## src/rtl/rxf_pkg.sv

```systemverilog
package rxf_pkg;
  typedef struct packed {
    logic empty;
    logic full;
    logic half;
  } rxf_flags_t;

  localparam rxf_flags_t FLAGS_RST = '{empty: 1'b1, full: 1'b0, half: 1'b0};
endpackage

```

## src/rtl/rxf_mem.sv

```systemverilog
module rxf_mem #(
  parameter int DEPTH = 256,
  parameter int WIDTH = 14,
  localparam int AW = $clog2(DEPTH)
) (
  input  logic             clk_i,
  input  logic             rst_ni,
  input  logic             we_i,
  input  logic [AW-1:0]    waddr_i,
  input  logic [WIDTH-1:0] wdata_i,
  input  logic             re_i,
  input  logic [AW-1:0]    raddr_i,
  output logic [WIDTH-1:0] rdata_o
);
  logic [WIDTH-1:0] mem_q [DEPTH];

  always_ff @(posedge clk_i) begin
    if (we_i) mem_q[waddr_i] <= wdata_i;
  end

  // output register holds unless a pop occurs
  always_ff @(posedge clk_i or negedge rst_ni) begin
    if (!rst_ni)   rdata_o <= '0;
    else if (re_i) rdata_o <= mem_q[raddr_i];
  end
endmodule

```

## src/rtl/rxf_ctrl.sv

```systemverilog
module rxf_ctrl
  import rxf_pkg::*;
#(
  parameter int DEPTH = 256,
  localparam int AW = $clog2(DEPTH),
  localparam int CW = AW + 1,
  localparam int HALF = DEPTH / 2
) (
  input  logic          clk_i,
  input  logic          rst_ni,
  input  logic          push_req_i,
  input  logic          pop_req_i,
  output logic          push_o,
  output logic          pop_o,
  output logic [AW-1:0] wptr_o,
  output logic [AW-1:0] rptr_o,
  output logic [CW-1:0] occ_o,
  output rxf_flags_t    flags_o
);
  logic [CW-1:0] occ_nxt;

  // gate on registered state; illegal requests leave everything unchanged
  assign push_o  = push_req_i & ~flags_o.full;
  assign pop_o   = pop_req_i & ~flags_o.empty;
  assign occ_nxt = occ_o + CW'(push_o) - CW'(pop_o);

  function automatic logic [AW-1:0] ptr_inc(input logic [AW-1:0] p);
    return (p == AW'(DEPTH - 1)) ? '0 : p + 1'b1;
  endfunction

  always_ff @(posedge clk_i or negedge rst_ni) begin
    if (!rst_ni) begin
      wptr_o  <= '0;
      rptr_o  <= '0;
      occ_o   <= '0;
      flags_o <= FLAGS_RST;
    end else begin
      if (push_o) wptr_o <= ptr_inc(wptr_o);
      if (pop_o)  rptr_o <= ptr_inc(rptr_o);
      occ_o         <= occ_nxt;
      flags_o.empty <= (occ_nxt == '0);
      flags_o.full  <= (occ_nxt == CW'(DEPTH));
      flags_o.half  <= (occ_nxt >= CW'(HALF));
    end
  end
endmodule

```

## src/rtl/rxf_port.sv

```systemverilog
module rxf_port (
  input  logic clk_i,
  input  logic rst_ni,
  input  logic sel_ni,
  input  logic rd_act_i,
  output logic read_go_o,
  output logic flag_oe_o,
  output logic data_oe_o
);
  logic sel_q;

  // read needs select sampled low on the previous edge
  assign read_go_o = rd_act_i & sel_q;
  assign flag_oe_o = sel_q;

  always_ff @(posedge clk_i or negedge rst_ni) begin
    if (!rst_ni) begin
      sel_q     <= 1'b0;
      data_oe_o <= 1'b0;
    end else begin
      sel_q     <= ~sel_ni;
      data_oe_o <= read_go_o;
    end
  end
endmodule

```

## src/rtl/rx_fifo_port.sv

```systemverilog
module rx_fifo_port
  import rxf_pkg::*;
#(
  parameter int DEPTH = 256,
  parameter int WIDTH = 14,
  localparam int AW = $clog2(DEPTH),
  localparam int CW = AW + 1
) (
  input  logic             clk_i,
  input  logic             rst_ni,
  input  logic             mode_i,
  input  logic             wr_valid_i,
  input  logic [WIDTH-1:0] wr_data_i,
  input  logic             sel_ni,
  input  logic             rd_en_i,
  output logic [WIDTH-1:0] rd_data_o,
  output logic             rd_data_oe_o,
  output logic             empty_o,
  output logic             full_o,
  output logic             half_no,
  output logic             flag_oe_o
);
  logic          rd_act, read_go, push, pop;
  logic [AW-1:0] wptr, rptr;
  logic [CW-1:0] occ;
  rxf_flags_t    flags;

  // mode_i is a static strap; polarity applied after the flag registers
  assign rd_act  = mode_i ? rd_en_i : ~rd_en_i;
  assign empty_o = mode_i ? flags.empty : ~flags.empty;
  assign full_o  = mode_i ? flags.full : ~flags.full;
  assign half_no = ~flags.half;

  rxf_port u_port (
    .clk_i     (clk_i),
    .rst_ni    (rst_ni),
    .sel_ni    (sel_ni),
    .rd_act_i  (rd_act),
    .read_go_o (read_go),
    .flag_oe_o (flag_oe_o),
    .data_oe_o (rd_data_oe_o)
  );

  rxf_ctrl #(.DEPTH(DEPTH)) u_ctrl (
    .clk_i      (clk_i),
    .rst_ni     (rst_ni),
    .push_req_i (wr_valid_i),
    .pop_req_i  (read_go),
    .push_o     (push),
    .pop_o      (pop),
    .wptr_o     (wptr),
    .rptr_o     (rptr),
    .occ_o      (occ),
    .flags_o    (flags)
  );

  rxf_mem #(.DEPTH(DEPTH), .WIDTH(WIDTH)) u_mem (
    .clk_i   (clk_i),
    .rst_ni  (rst_ni),
    .we_i    (push),
    .waddr_i (wptr),
    .wdata_i (wr_data_i),
    .re_i    (pop),
    .raddr_i (rptr),
    .rdata_o (rd_data_o)
  );
endmodule

```

## config.mk

```make
export PLATFORM = sky130hd
export DESIGN_NAME = rx_fifo_port
export DESIGN_NICKNAME = d
export VERILOG_FILES = /design/src/rtl/rxf_pkg.sv /design/src/rtl/rxf_mem.sv /design/src/rtl/rxf_ctrl.sv /design/src/rtl/rxf_port.sv /design/src/rtl/rx_fifo_port.sv
export SDC_FILE = /design/constraint.sdc
export NUM_CORES = 2
export LEC_CHECK = 0
export BUFFER_PORTS_ARGS = -buffer_cell sky130_fd_sc_hd__buf_4
export CORE_MARGIN = 8
export CORE_UTILIZATION = 25
export DETAILED_ROUTE_END_ITERATION = 8
export SLEW_MARGIN = 25
export SYNTH_ARGS = -nofsm -noshare
export SYNTH_HDL_FRONTEND = slang
export SYNTH_HIERARCHICAL = 1
export SYNTH_SLANG_ARGS = --single-unit
```

## constraint.sdc

```tcl
create_clock -name clk_i -period 6.72 [get_ports clk_i]
set_input_delay 1.008 -clock clk_i [delete_from_list [all_inputs] [get_ports clk_i]]
set_output_delay 1.008 -clock clk_i [all_outputs]
set_load 0.005 [all_outputs]
```

==> metrics.csv <==
metric;value;unit
cpPeakStageDelay;0.93;ns
startpoint_type;flip-flop;
synth.top_cells.by_area;edfxtp_1, mux4_2, mux2i_1;
ys_seq_elements;3628;
yosysSeqAreaShare;76.84;%
path_clk_slew;0.07;ns
clock_path_buffers;4;
drive_gt1_share;22.40;%
port_buffers;38;
final-setup-viol-count;0;
startpoint;u_ctrl/rptr_o[1]$_DFFE_PN0P_;
seq_area;108700;µm²
yosys.cell_types.count;76;
postCtsSetupBuffers;0;
cp.arrival;5.54;ns
skew;0.09365;ns
post_drt_wl_per_cell;26.78;µm
synthArstFlopShare;1.213;%
grt_max_degree;201;
yosysMostFrequentCell;edfxtp_1;
fillers;54910;
cts_resized;0;
die_w;768.3;µm
synth_nets;6915;
path_buf_inv;2;
criticalPathCategory;reg -> reg;
timing.final.crit_share;70.69;%
rsz0062_at_grt;no;
dp_hpwl;249900;µm
final.setup.tns;0;ns
cts_tree;built;
cts_sinks;3628;
cp_top_family;compound AO/OA/AOI/OAI gates;
start_util;25.08;%
cp.depth;8;
reg2reg_depth;8;
cts_hold_buf;0;
slew_headroom;18.91;%
clk_latency;0.94;ns
leakage;51.38;nW
vias_per_cell;4.823;
tightest_slew;1.216;ns
synth_cells;6883;
status;finished clean;
drtPass1Iterations;6;
htree_levels;5;
nets;7309;
period_minus_slack;4.750;ns
dr.first_iter.drc_count;10230;
crit_fanout;88;
cp_cell_sequence;buf_12 > nand2b_4 > buf_4 > o221ai_1 > o22ai_1 > o21ai_0 > a21oi_1 > o311ai_1;
die_h;768.3;µm
cts_buffers;365;
r2r_start;u_ctrl/rptr_o[1]$_DFFE_PN0P_;
dieArea;590300;µm²
dpl_cell_area;152000;µm²
vdd_ir_drop_max;0.3563;mV
dr_total_vias;72790;
cp_slowest_cell;a21oi_1;
first_global_vias;72340;
overflow;0;
grt_util_all_layers;13.10;%
area_growth;15.83;%
synth.cell_area;141500;µm²
synthTopCellsByCount;edfxtp_1, mux2i_1, mux4_2;
fmax;0.2105;GHz
pin_count;39;
multi_input_area;29970;µm²
grt_antenna_before_repair;23;
hold_viol_final;0;
antenna_left;0;
cp_data_required_time;7.51;ns
design_area;163900;µm²
num_rows;276;
post-synth-top-area-fraction;76.06;%
ys_warn_count;6;
synthFlopType;edfxtp_1;
drv_slew;0;
power_density;382.6;nW/µm²
cp-end-kind;flip-flop;
grt_pass1_wl;563700;µm
synth_area_per_cell;20.56;µm²
synth_top_area_cell;edfxtp_1;
core-area;564300;µm²
synth_enable_flop_cells;3584;
maxCapViolCount;0;
gp_congestion;0.8865;
finalWirelength;404200;µm
hold_path.class;in -> async;
drcViolationCount;0;
root_buffer;clkbuf_16;
[sequential cells by signal (all words and copies together), names as in the netlist]
signal            flops
u_ctrl/wptr_o         8
u_mem/mem_q        3584
u_ctrl/occ_o          9
u_ctrl/flags_o        3
u_mem/rdata_o        14
u_port/data_oe_o      1
u_port/flag_oe_o      1
u_ctrl/rptr_o         8
[through the flow]
step           setup slack, ns  std cells  utilization (%)  power (mW)  hold slack, ns
3_3_place_gp             1.721      14410            26.91       42.79          0.5582
5_1_grt                  1.908      15080            29.04       64.52          0.1864
3_5_place_dp             2.046      14410            26.94       42.97          0.5375
2_1_floorplan            2.939       6883                -       37.07          0.4750
6_report                 1.970      15090            29.05       62.71          0.1755
4_1_cts                  2.059      15080            29.02       62.91          0.1495
[path summary, 6_finish.rpt]
kind / end / slack [ns]
max: u_mem/rdata_o[12]$_DFFE_PN0P_ / 1.97
min: u_port/flag_oe_o$_DFF_PN0_ / 0.18
max reg2reg: u_mem/rdata_o[12]$_DFFE_PN0P_ / 1.97
min reg2reg: u_port/data_oe_o$_DFF_PN0_ / 0.54
max in group asynchronous: u_ctrl/rptr_o[2]$_DFFE_PN0P_ / 5.86
min in group clk_i: u_port/flag_oe_o$_DFF_PN0_ / 0.28
[cell usage in the layout (no fill, tap or decap), drive strengths merged, types with 9 or more instances in the layout]
cell type  synthesis  final
nand3             49     49
o22ai            196    196
a31oi             13     13
a211o             19     19
edfxtp          3584   3584
o21ai             66     66
clkbuf           168    433
clkinv             1    172
inv               20     32
o221ai           133    133
nand4             18     18
a221o             10     10
ha                11     11
a22oi             16     16
o31ai             10     10
xnor2             13     13
clkinvlp           0     21
a211oi            98     98
and3               9      9
nor2b             19     19
nand2            168    168
nor2             287    287
dfrtp             43     43
a21oi             81     81
nand2b            25     25
buf              250    440
mux2              82     82
a22o              11     11
a2111oi           26     26
a221oi            59     59
nor3              28     28
o211ai            20     20
and2              31     31
mux2i            667    667
bufinv             0     35
mux4             573    573
[power breakdown]
| group | internal (mW) | switching, mW | leakage, nW |
|---|---|---|---|
| clock network | 11.5 | 8.58 | 5.73 |
| registers | 25.2 | 0.511 | 32.7 |
| logic | 6.31 | 10.6 | 12.9 |
| total | 43.0 | 19.7 | 51.4 |
[kinds of logic (layout without fill, tap and decap cells)]
group / Yosys count / after routing / share of synthesized area (%)
XOR/XNOR: 20 / 20 / 0.1238
AO/OA/AOI/OAI: 801 / 801 / 4.122
flip-flops: 3628 / 3628 / 76.84
other: 0 / 8 / 0
buffers and inverters: 439 / 1133 / 2.163
AND/OR/NAND/NOR: 661 / 661 / 2.077
multiplexers: 1322 / 1322 / 14.57
adder cells (fa/ha/maj): 12 / 12 / 0.1114
[cell type report]
| class | count | area share (%) |
|---|---|---|
| antenna | 8 | 0.01221 |
| multi-input combinational | 2816 | 18.28 |
| sequential | 3628 | 66.35 |
| clock inverter | 239 | 1.369 |
| inverter | 21 | 0.05573 |
| tap | 7506 | 5.730 |
| clock buffer | 428 | 5.800 |
| timing repair buffer | 445 | 2.405 |
[worst reg2reg max path: cells and delay by family, from the launching register on]
family	cells	cell delay (ns)
simple gates	1	0.59
compound gates	5	1.99
buf+inv	2	1.15
flops	1	0.89
[metal layers]
layer | GRT usage (%) | wire length (µm)
met1 | 17.43 | 159200
met2 | 20.67 | 185000
met3 | 3.364 | 42790
met4 | 4.730 | 17020
met5 | 0 | 117
(Power assumes the default switching activity.)
